<file path="src/rtl/raster_pkg.sv">
package raster_pkg;

    localparam int unsigned DEF_DOTS      = 341;
    localparam int unsigned DEF_LINES     = 261;
    localparam int unsigned DEF_VIS_LINES = 240;
    localparam int unsigned DEF_VBL_LINE  = 241;
    localparam int unsigned DEF_PIX_FIRST = 1;
    localparam int unsigned DEF_PIX_LAST  = 256;

    typedef struct packed {
        logic frame_end;
        logic vbl_start;
        logic frame_wrap;
    } raster_evt_t;

    function automatic logic in_range(input int unsigned v,
                                      input int unsigned lo,
                                      input int unsigned hi);
        return (v >= lo) && (v <= hi);
    endfunction

endpackage

</file>
<file path="src/rtl/raster_dot_ctr.sv">
module raster_dot_ctr #(
    parameter int unsigned DOTS = raster_pkg::DEF_DOTS,
    localparam int unsigned DW  = $clog2(DOTS)
) (
    input  logic          clk,
    input  logic          rst,
    input  logic          ce,
    output logic [DW-1:0] dot,
    output logic          line_adv
);

    localparam logic [DW-1:0] LAST = DW'(DOTS - 1);

    logic [DW-1:0] dot_q;

    assign line_adv = ce && (dot_q == LAST);
    assign dot      = dot_q;

    always_ff @(posedge clk) begin
        if (rst) begin
            dot_q <= '0;
        end else if (ce) begin
            dot_q <= (dot_q == LAST) ? '0 : dot_q + 1'b1;
        end
    end

    p_hold_r1: assert property (@(posedge clk) disable iff (rst)
        !ce |=> $stable(dot_q));
    p_step_r1: assert property (@(posedge clk) disable iff (rst)
        (ce && dot_q != LAST) |=> dot_q == DW'($past(dot_q) + 1'b1));
    p_wrap_r2: assert property (@(posedge clk) disable iff (rst)
        (ce && dot_q == LAST) |=> dot_q == '0);

endmodule

</file>
<file path="src/rtl/raster_line_ctr.sv">
module raster_line_ctr
    import raster_pkg::*;
#(
    parameter int unsigned LINES     = DEF_LINES,
    parameter int unsigned VIS_LINES = DEF_VIS_LINES,
    parameter int unsigned VBL_LINE  = DEF_VBL_LINE,
    localparam int unsigned LW       = $clog2(LINES)
) (
    input  logic          clk,
    input  logic          rst,
    input  logic          adv,
    output logic [LW-1:0] line,
    output raster_evt_t   evt
);

    localparam logic [LW-1:0] LAST     = LW'(LINES - 1);
    localparam logic [LW-1:0] PRE_DONE = LW'(VIS_LINES - 1);
    localparam logic [LW-1:0] PRE_VBL  = LW'(VBL_LINE - 1);

    logic [LW-1:0] line_q;
    logic          frame_end_q;

    always_ff @(posedge clk) begin
        if (rst) begin
            line_q      <= '0;
            frame_end_q <= 1'b0;
        end else begin
            frame_end_q <= adv && (line_q == PRE_DONE);
            if (adv) begin
                line_q <= (line_q == LAST) ? '0 : line_q + 1'b1;
            end
        end
    end

    assign line           = line_q;
    assign evt.frame_end  = frame_end_q;
    assign evt.vbl_start  = adv && (line_q == PRE_VBL);
    assign evt.frame_wrap = adv && (line_q == LAST);

    p_line_inc_r2: assert property (@(posedge clk) disable iff (rst)
        (adv && line_q != LAST) |=> line_q == LW'($past(line_q) + 1'b1));
    p_line_wrap_r3: assert property (@(posedge clk) disable iff (rst)
        (adv && line_q == LAST) |=> line_q == '0);
    p_line_range_r3: assert property (@(posedge clk) disable iff (rst)
        line_q <= LAST);
    p_line_hold_r1: assert property (@(posedge clk) disable iff (rst)
        !adv |=> $stable(line_q));
    p_strobe_once_r4: assert property (@(posedge clk) disable iff (rst)
        frame_end_q |=> !frame_end_q);
    p_strobe_line_r4: assert property (@(posedge clk) disable iff (rst)
        frame_end_q |-> line_q == LW'(VIS_LINES));

endmodule

</file>
<file path="src/rtl/raster_vblank.sv">
module raster_vblank (
    input  logic clk,
    input  logic rst,
    input  logic vbl_start,
    input  logic frame_wrap,
    input  logic rd_clr,
    input  logic nmi_en,
    output logic flag,
    output logic nmi
);

    logic flag_q;
    logic nmi_q;

    always_ff @(posedge clk) begin
        if (rst) begin
            flag_q <= 1'b0;
            nmi_q  <= 1'b0;
        end else begin
            nmi_q <= vbl_start && nmi_en;
            if (vbl_start) begin
                flag_q <= 1'b1;
            end else if (rd_clr || frame_wrap) begin
                flag_q <= 1'b0;
            end
        end
    end

    assign flag = flag_q;
    assign nmi  = nmi_q;

    p_set_r5: assert property (@(posedge clk) disable iff (rst)
        vbl_start |=> flag_q);
    p_nmi_flag_r5: assert property (@(posedge clk) disable iff (rst)
        nmi_q |-> flag_q);
    p_nmi_gate_r5: assert property (@(posedge clk) disable iff (rst)
        (vbl_start && !nmi_en) |=> !nmi_q);
    p_clear_r6: assert property (@(posedge clk) disable iff (rst)
        (rd_clr && !vbl_start) |=> !flag_q);
    p_wrap_clear_r7: assert property (@(posedge clk) disable iff (rst)
        (frame_wrap && !vbl_start) |=> !flag_q);

endmodule

</file>
<file path="src/rtl/raster_timer.sv">
module raster_timer
    import raster_pkg::*;
#(
    parameter int unsigned DOTS      = DEF_DOTS,
    parameter int unsigned LINES     = DEF_LINES,
    parameter int unsigned VIS_LINES = DEF_VIS_LINES,
    parameter int unsigned VBL_LINE  = DEF_VBL_LINE,
    parameter int unsigned PIX_FIRST = DEF_PIX_FIRST,
    parameter int unsigned PIX_LAST  = DEF_PIX_LAST,
    localparam int unsigned DW       = $clog2(DOTS),
    localparam int unsigned LW       = $clog2(LINES)
) (
    input  logic          clk,
    input  logic          rst,
    input  logic          ce,
    input  logic          nmi_en,
    input  logic          rd_clr,
    output logic [DW-1:0] dot,
    output logic [LW-1:0] line,
    output logic          visible,
    output logic          frame_done,
    output logic          vblank,
    output logic          nmi_req
);

    logic        line_adv;
    raster_evt_t evt;

    raster_dot_ctr #(.DOTS(DOTS)) u_dot (
        .clk      (clk),
        .rst      (rst),
        .ce       (ce),
        .dot      (dot),
        .line_adv (line_adv)
    );

    raster_line_ctr #(
        .LINES     (LINES),
        .VIS_LINES (VIS_LINES),
        .VBL_LINE  (VBL_LINE)
    ) u_line (
        .clk  (clk),
        .rst  (rst),
        .adv  (line_adv),
        .line (line),
        .evt  (evt)
    );

    raster_vblank u_vbl (
        .clk        (clk),
        .rst        (rst),
        .vbl_start  (evt.vbl_start),
        .frame_wrap (evt.frame_wrap),
        .rd_clr     (rd_clr),
        .nmi_en     (nmi_en),
        .flag       (vblank),
        .nmi        (nmi_req)
    );

    assign frame_done = evt.frame_end;
    assign visible    = in_range(32'(dot), PIX_FIRST, PIX_LAST)
                        && (32'(line) < VIS_LINES);

    p_done_dot_r4: assert property (@(posedge clk) disable iff (rst)
        frame_done |-> dot == '0);
    p_vis_bounds_r8: assert property (@(posedge clk) disable iff (rst)
        visible |-> (dot != '0) && (32'(line) < VIS_LINES));

endmodule

</file>
<file path="config.mk">
export PLATFORM = sky130hd
export DESIGN_NAME = raster_timer
export DESIGN_NICKNAME = d
export VERILOG_FILES = /design/src/rtl/raster_pkg.sv /design/src/rtl/raster_dot_ctr.sv /design/src/rtl/raster_line_ctr.sv /design/src/rtl/raster_vblank.sv /design/src/rtl/raster_timer.sv
export SDC_FILE = /design/constraint.sdc
export NUM_CORES = 1
export LEC_CHECK = 0
export ABC_AREA = 1
export CAP_MARGIN = 10
export CORE_MARGIN = 2
export CORE_UTILIZATION = 40
export DETAILED_ROUTE_END_ITERATION = 6
export DONT_BUFFER_PORTS = 1
export GPL_TIMING_DRIVEN = 0
export SYNTH_ARGS = -nofsm -noshare
export SYNTH_HDL_FRONTEND = slang
export SYNTH_SLANG_ARGS = --single-unit
</file>
<file path="constraint.sdc">
create_clock -name clk -period 3.9 [get_ports clk]
set_input_delay 0.195 -clock clk [delete_from_list [all_inputs] [get_ports clk]]
set_output_delay 0.195 -clock clk [all_outputs]
set_load 0.02 [all_outputs]
</file>
# Word level (Yosys, flattened, before mapping)

Index checks and enable logic that the tools add are counted.
W data, S select, Z words.

Reduce and logical (&&, ||, !) cells: 9
Add/subtract/negate cells: 2
Eq/ne operators: 4
Multiplexer cells: 4
Magnitude comparators: 3

Operator list:

| operator              | count |
|---|---|
| $add A9 B1 Y9 const B | 2 |
| $eq A9 B8 Y1 const B  | 2 |
| $eq A9 B9 Y1 const B  | 2 |
| $mux W9               | 2 |
| $ge A9 B1 Y1 const B  | 1 |
| $le A9 B9 Y1 const B  | 1 |
| $lt A9 B8 Y1 const B  | 1 |
| $logic_and A1 B1 Y1   | 7 |
| $mux W1               | 2 |
| $reduce_bool A2 Y1    | 1 |
| $logic_or A1 B1 Y1    | 1 |

Bits in registers: 21
Logic and storage cells: 27

# Longest topological paths before layout

Gate-level depths: netlist of run 1.

Depth in word-level cells: 6
Gate-level depth with buffers: 9
Mapped depth without buffers: 9

# By module

Synthesis of run 1 repeated with hierarchy kept, for this count alone.

Cell total of the unflattened synthesis: 180
Area, all modules: 1192.4 sq um

By module, submodules not included:

| module          | area each (sq um) | instances | seq. area each (sq um) | cells each |
|---|---|---|---|---|
| raster_line_ctr | 548.0             | 1         | 200.2                  | 82 |
| raster_dot_ctr  | 505.5             | 1         | 180.2                  | 71 |
| raster_vblank   | 76.3              | 1         | 40.0                   | 11 |
| raster_timer    | 62.6              | 1         | 0.0                    | 16 |

# Worst setup path before layout of run 1

No wires, ideal clock.

Kind: flip-flop to output port
Start point: register u_dot.dot_q[3], in the netlist u_dot.dot[3]
End point: output port visible
Data required time: 3.705 ns
Cell stages (with the launch flop): 6
Arrival: 1.377 ns
Path slack: 2.328 ns
Cell sequence: dfxtp_1 > nor2_2 > nand2_1 > o21ai_0 > nand3_1 > a21oi_1

Cells in the longest elaborated chain, start to end: 3
Elaborated cells on any way between the ends: 4

RTL lines:

| what                                                | line                 | source |
|---|---|---|
| start: declaration                                  | raster_dot_ctr.sv:14 | `logic [DW-1:0] dot_q;` |
| start signal: assignment                            | raster_dot_ctr.sv:23 | `dot_q <= (dot_q == LAST) ? '0 : dot_q + 1'b1;` |
| $ge A9 B1 Y1 / $le A9 B9 Y1 (equally long branches) | raster_pkg.sv:19     | `return (v >= lo) && (v <= hi);` |
| $logic_and A1 B1 Y1 (*)                             | raster_pkg.sv:19     |  |
| $logic_and A1 B1 Y1 (*)                             | raster_timer.sv:62   | `&& (32'(line) < VIS_LINES);` |
| end: declaration                                    | raster_timer.sv:20   | `output logic visible,` |

Every way passes the cells marked *; elsewhere a longest branch is shown, timed or not.

# Worst setup path in the final report of run 1

Ends and elaborated chain as after synthesis.

==> results.json, run 1 <==
{
  "critPathMaxStageDelay_ns": 0.45,
  "cp.arrival_ns": 1.91,
  "hp-class": "in -> reg",
  "synth_cells": 171,
  "grt_pass1_wl_um": 4430,
  "drc_errors": 0,
  "cts_root_buf": "clkbuf_4",
  "synthTopCellsByArea": "dfxtp_1, nand2_1, nor2_1",
  "yosys_warnings": 0,
  "r2r-end": "u_line.line[8]",
  "hpwl_um": 1990,
  "fp.dieArea_um2": 3410,
  "row_count": 19,
  "holdWs_ns": 0.0601,
  "first_pass_iters": 6,
  "grt_pass1_vias": 1017,
  "cts_sinks": 21,
  "crit_buf_inv": 0,
  "whs_path_depth": 3,
  "ys_seq_area_share_pct": 35.5,
  "drtIter0Drc": 48,
  "synth_area_leader_cell": "dfxtp_1",
  "drv_slew": 0,
  "finClkSkew_ns": 0.00469,
  "synth_top_flop_cell": "dfxtp_1",
  "rrSetupSlack_ns": 2.10,
  "routed_wl_um": 2600,
  "fp.dieW_um": 58.4,
  "cts_max_level": 1,
  "synth_area_per_cell_um2": 6.93,
  "ant_nets": 0,
  "fin_nets": 188,
  "port_buffers": 0,
  "grt-ovfl-total": 0,
  "antenna_found_initial": 0,
  "synth_cell_types": 21,
  "synth-seq-cells": 21,
  "clk_transition_reported_paths_ns": 0.12,
  "place_congestion": 0.821,
  "synth-async-reset-ratio_pct": 0,
  "crit_path_start_kind": "flop",
  "layout_setup_ws_ns": 1.79,
  "hold_viol": 0,
  "required_ns": 3.70,
  "diodes": 0,
  "crit_start": "u_dot.dot[3]",
  "power.total_uw": 351,
  "synth_edf_count": 0,
  "fin_util_pct": 45.7,
  "outcome": "finished, final reports clean",
  "fin_crit_sh_pct": 54.0,
  "setup_violations": 0,
  "cts_resized": 0,
  "crit-reg2reg-launch": "u_dot.dot[0]",
  "r2r_cells": 9,
  "cts_tree": "done",
  "min_to": "u_vbl.flag",
  "synth_top_cell_area_share_pct": 35.5,
  "finalWorstPathRequiredPeriod_ns": 2.11,
  "syn_to_final_growth_pct": 7.29,
  "critPathMaxFanout": 6,
  "min_from": "rd_clr",
  "ios": 27,
  "start_util_pct": 42.6,
  "max_clock_freq_mhz": 475,
  "rsz0062_at_grt": "no",
  "tightest_slew_ns": 0.467,
  "viasPerCell": 5.24,
  "dp_slack_ns": 2.08,
  "critical-path-top-delay-family": "compound AO/OA/AOI/OAI gates",
  "crit_chain": "nor2_2 -> nand2_1 -> o21ai_0 -> nand3_1 -> a21oi_1",
  "vias": 1089,
  "fin_tns_setup_ns": 0,
  "crit_type": "reg -> out",
  "cpMaxStageDelayCell": "dfxtp_1",
  "end_kind": "primary output",
  "wire_per_inst_um": 12.5,
  "layout-drive-gt1-share_pct": 9.60,
  "vdd_ir_drop_max_v": 0.000166,
  "grt_use_total_pct": 16.9,
  "grt_max_degree": 13,
  "power.leakage_uw": 0.000522,
  "die_h_um": 58.4,
  "synth_area_um2": 1180,
  "post-cts-setup-buffers": 0,
  "cts_buffers": 3,
  "core_area_um2": 2780,
  "slew_headroom_pct": 69.0,
  "worstSkewPairLatency_ns": 0.31,
  "synth_nets": 181,
  "clk_path_buf_depth": 2,
  "drv_cap": 0,
  "powerDensity_nw_per_um2": 276
}
## logic make-up (layout without fill, tap and decap cells)
group	after synthesis	count (layout)	synth area share [%]
AOI/OAI and AO/OA	12	12	5.07
xor gates and xnor gates	4	4	2.96
adders and majority gates	5	5	5.28
buffers and inverters	22	28	7.60
DFF	21	21	35.5
and+or+nand+nor	107	107	43.6
## registers in the layout, indices dropped and copies added (netlist names)
register,cells
u_vbl.nmi,1
u_line.line,9
u_vbl.flag,1
u_line.frame_end_q,1
u_dot.dot,9
## power by group
| group | leakage (µW) | total [µW] | internal, µW | switching (µW) |
|---|---|---|---|---|
| sequential | 0.000170 | 222 | 216 | 5.64 |
| clock | 0.0000177 | 107 | 38.3 | 68.4 |
| combinational | 0.000335 | 22.6 | 7.90 | 14.7 |
| total | 0.000522 | 351 | 263 | 88.7 |
## worst register-to-register path: cells and delay by family, from the launching register on
family | cells | cell delay [ns]
adder cells (fa/ha/maj) | 1 | 0.23
AND/OR/NAND/NOR | 6 | 0.73
flip-flops | 1 | 0.56
buffers and inverters | 2 | 0.23
## area by class of cell
class	count	area (µm²)
buffer	1	11.3
multi-input combinational	128	674
inverter	21	78.8
tap	31	38.8
fill	300	1510
clock buffer	3	22.5
sequential	21	420
clock inverter	1	5.00
timing repair buffer	2	20.0
## synthesized netlist by cell type, types with 2 or more instances
library cell and count:
nor2_1 29, nor3_1 4, nand3_2 2, o21ai_0 4, nor4_1 2, nand2_1 42
a21oi_1 8, nor2_2 2, nand2_2 2, nand2_4 2, ha_1 5, nand4_1 7
nor2_4 2, dfxtp_1 21, nand3_1 11, inv_1 21, xor2_1 3
## worst max path at each step
| stage | endpoint | slack [ns] | depth (start not counted) |
|---|---|---|---|
| final | visible | 1.79 | 5 |
| after detailed placement | u_line.line[8] | 2.08 | 9 |
| after global routing | visible | 1.63 | 5 |
| after global placement | visible | 2.09 | 5 |
| after floorplan | visible | 2.33 | 5 |
| after CTS | visible | 1.76 | 5 |
## metrics by stage
stage,instance area (µm²),cells
4_1_cts,1270,208
3_3_place_gp,1220,202
2_1_floorplan,1180,171
6_report,1270,208
3_5_place_dp,1220,202
5_1_grt,1270,208
## layout by cell type (no fill, tap or decap), types with 3 or more instances in the layout
cell type	n
inv_1	21
nor2_1	29
a21oi_1	8
xor2_1	3
nand2_1	42
clkbuf_4	3
o21ai_0	4
nor3_1	4
nand3_1	11
nand4_1	7
ha_1	5
dfxtp_1	21
## per-layer routing
layer	GRT usage (%)	wire, µm
met1	20.4	1120
met2	26.6	1230
met3	5.49	182
met4	8.97	55
met5	0	0
## repair_timing
action,in CTS,in global routing
hold endpoints to repair,5,0
endpoints found under the setup margin,0,0
hold buffers,2,0
No activity file was read; power rests on OpenSTA's default activity.
==> inputs of run 2 (changes only) <==
ABC_AREA = 0   (was 1)
clock period = 1.95 ns   (was 3.9 ns; I/O delays follow)
==> run 2 against run 1 <==
Compared with the run above:
- the run now ends with setup timing left
- non-clock buffer count is 11 higher
- register-to-register slack worse by 2.0 ns
- combinational power grew to 3.3 times the previous value
- via count is 18% lower
- clock power is 94% higher
- sequential power is 100% higher
- routed wire length is 11% lower
- count of clock-buffer cells in the layout stayed put
- clock skew is 0.012 ns higher
- hold slack worse by 0.049 ns
- flip-flop and latch count stayed put
- critical path type unchanged
- critical endpoint unchanged
- largest power group unchanged
==> results.json, run 2 <==
{
  "outcome": "complete, but fails checks",
  "failed_checks": "setup timing",
  "power.leakage_uw": 0.000456,
  "synthTopCellsByArea": "dfxtp_1, ha_1, nor2_1",
  "synth_edf_count": 0,
  "yosys_warnings": 0,
  "synth-async-reset-ratio_pct": 0,
  "grt_pass1_vias": 876,
  "final_common_cell": "nor2_1",
  "wire_per_inst_um": 13.9,
  "ys_seq_area_share_pct": 39.3,
  "cts_root_buf": "clkbuf_4",
  "rsz0062_at_grt": "yes",
  "synth.most_common_cell": "dfxtp_1",
  "synth_xor_area_share_pct": 9.00,
  "diodes": 0,
  "cts_sinks": 21,
  "setup_violations": 1,
  "fp.dieW_um": 55.7,
  "row_count": 18,
  "port_buffers": 0,
  "cts_max_level": 1,
  "first_pass_iters": 4,
  "grt_max_degree": 13,
  "ios": 27,
  "vias": 893,
  "syn_to_final_growth_pct": 24.5,
  "routed_wl_um": 2320,
  "grt_use_total_pct": 15.7,
  "synth-seq-cells": 21,
  "cpMaxStageDelayCell": "or4_4",
  "crit_type": "reg -> out",
  "grt-ovfl-total": 0,
  "most-common-layout-cells": "nor2_1, dfxtp_1, nand2_1",
  "start_util_pct": 42.8,
  "fin_crit_sh_pct": 101,
  "end_kind": "primary output",
  "ant_nets": 0,
  "rrSetupSlack_ns": 0.08,
  "die_h_um": 55.7,
  "synth_top_flop_cell": "dfxtp_1",
  "yosys.area_share.adder_pct": 5.84,
  "drv_slew": 0,
  "max_clock_freq_mhz": 506,
  "hold_viol": 0,
  "clk_path_buf_depth": 2,
  "synth_area_leader_cell": "dfxtp_1",
  "cts_tree": "done",
  "synth_top_cell_area_share_pct": 39.3,
  "synthMuxAreaShare_pct": 0.935,
  "synth_common_cells": "dfxtp_1, nor2_1, nand2_1, inv_1",
  "synth_cells": 121,
  "synth_nets": 131,
  "viasPerCell": 5.35,
  "synth_area_um2": 1070,
  "core_area_um2": 2500,
  "hpwl_um": 1610,
  "critPathMaxFanout": 6,
  "place_congestion": 0.774,
  "finalWorstPathRequiredPeriod_ns": 1.98,
  "cp.arrival_ns": 1.88,
  "fin_nets": 148,
  "finClkSkew_ns": 0.0167,
  "synth_top_family_by_area": "simple AND/OR/NAND/NOR gates",
  "drv_cap": 0,
  "crit_path_start_kind": "flop",
  "required_ns": 1.85,
  "drc_errors": 0,
  "synth-simple-area-share_pct": 32.9,
  "synth_cell_types": 32,
  "crit_chain": "or4_4 -> nor3_4 -> nand2_2 -> a221oi_4",
  "cts_buffers": 3,
  "synth_area_per_cell_um2": 8.85,
  "vdd_ir_drop_max_v": 0.000374,
  "layout_setup_ws_ns": -0.0271,
  "tightest_slew_ns": 0.504,
  "powerDensity_nw_per_um2": 544,
  "synth_compound_area_share_pct": 8.18,
  "critPathMaxStageDelay_ns": 0.55,
  "dp_slack_ns": -0.151,
  "fp.dieArea_um2": 3110,
  "slew_headroom_pct": 66.1,
  "grt_pass1_wl_um": 3920,
  "power.total_uw": 726,
  "antenna_found_initial": 0,
  "layout-drive-gt1-share_pct": 25.5,
  "clk_transition_reported_paths_ns": 0.13,
  "drtIter0Drc": 11,
  "hp-class": "in -> reg",
  "worstSkewPairLatency_ns": 0.30
}
-- run 2: power breakdown --
group,internal (µW),leakage [µW],switching [µW]
logic,39.0,0.000262,35.0
registers,428,0.000176,15.9
clock network,76.4,0.0000177,131
total,544,0.000456,182
-- run 2: layer usage --
| layer | track usage, % | vias up | wire length [µm] | share of wire [%] |
|---|---|---|---|---|
| met3 | 5.35 | 2 | 133 | 5.7 |
| li1 | - | 460 | - | - |
| met2 | 26.4 | 19 | 1150 | 50 |
| met1 | 18.3 | 412 | 1020 | 44 |
| met4 | 6.27 | 0 | 15 | 0.65 |
| met5 | 0 | - | 0 | 0 |
-- run 2: path summary, 6_finish.rpt --
check                  from        endpoint  depth (start not counted)
max            u_dot.dot[5]         visible                          4
min                      ce    u_dot.dot[2]                          3
min reg2reg  u_line.line[1]  u_line.line[1]                          2
max reg2reg    u_dot.dot[1]      u_vbl.flag                          7
-- run 2: through the flow --
stage                     instance area, µm²  std cells  utilization (%)  TNS (ns)  hold WS [ns]
after floorplan                         1070        121                -         0         0.167
after CTS                               1300        165             51.9   -0.0890       0.00377
after detailed placement                1110        151             44.3     -1.76         0.173
after global routing                    1330        167             53.4    -0.117        0.0263
after global placement                  1110        151             44.3     -1.46         0.169
final                                   1330        167             53.4   -0.0271        0.0107
-- run 2: critical path: cells and delay by family, from the launching register on --
kind | cells | cell delay, ns
compound gates | 1 | 0.39
simple gates | 3 | 0.79
flops | 1 | 0.40
-- run 2: cells by family after synthesis --
group	count (synthesis)
xor+xnor	11
compound gates	13
simple gates	61
fa+ha+maj	5
flops	21
mux	1
buf+inv	9
-- run 2: final cells by class --
| type | count | area (µm²) |
|---|---|---|
| clock inverters | 1 | 5.00 |
| inverters | 7 | 28.8 |
| fillers | 230 | 1170 |
| repair buffers | 13 | 110 |
| flip-flops and latches | 21 | 448 |
| well taps | 30 | 37.5 |
| clock buffers | 3 | 22.5 |
| plain buffers | 1 | 11.3 |
| multi-input cells | 91 | 671 |
-- run 2: repair_timing --
| action | 4_1_cts | 5_1_grt |
|---|---|---|
| resized for setup | 24 | 5 |
| endpoints found under the setup margin | 18 | 19 |
| pin swaps | 10 | 4 |
| hold buffers | 4 | 1 |
| endpoints found under the hold margin | 7 | 2 |
| buffers inserted | 6 | 2 |
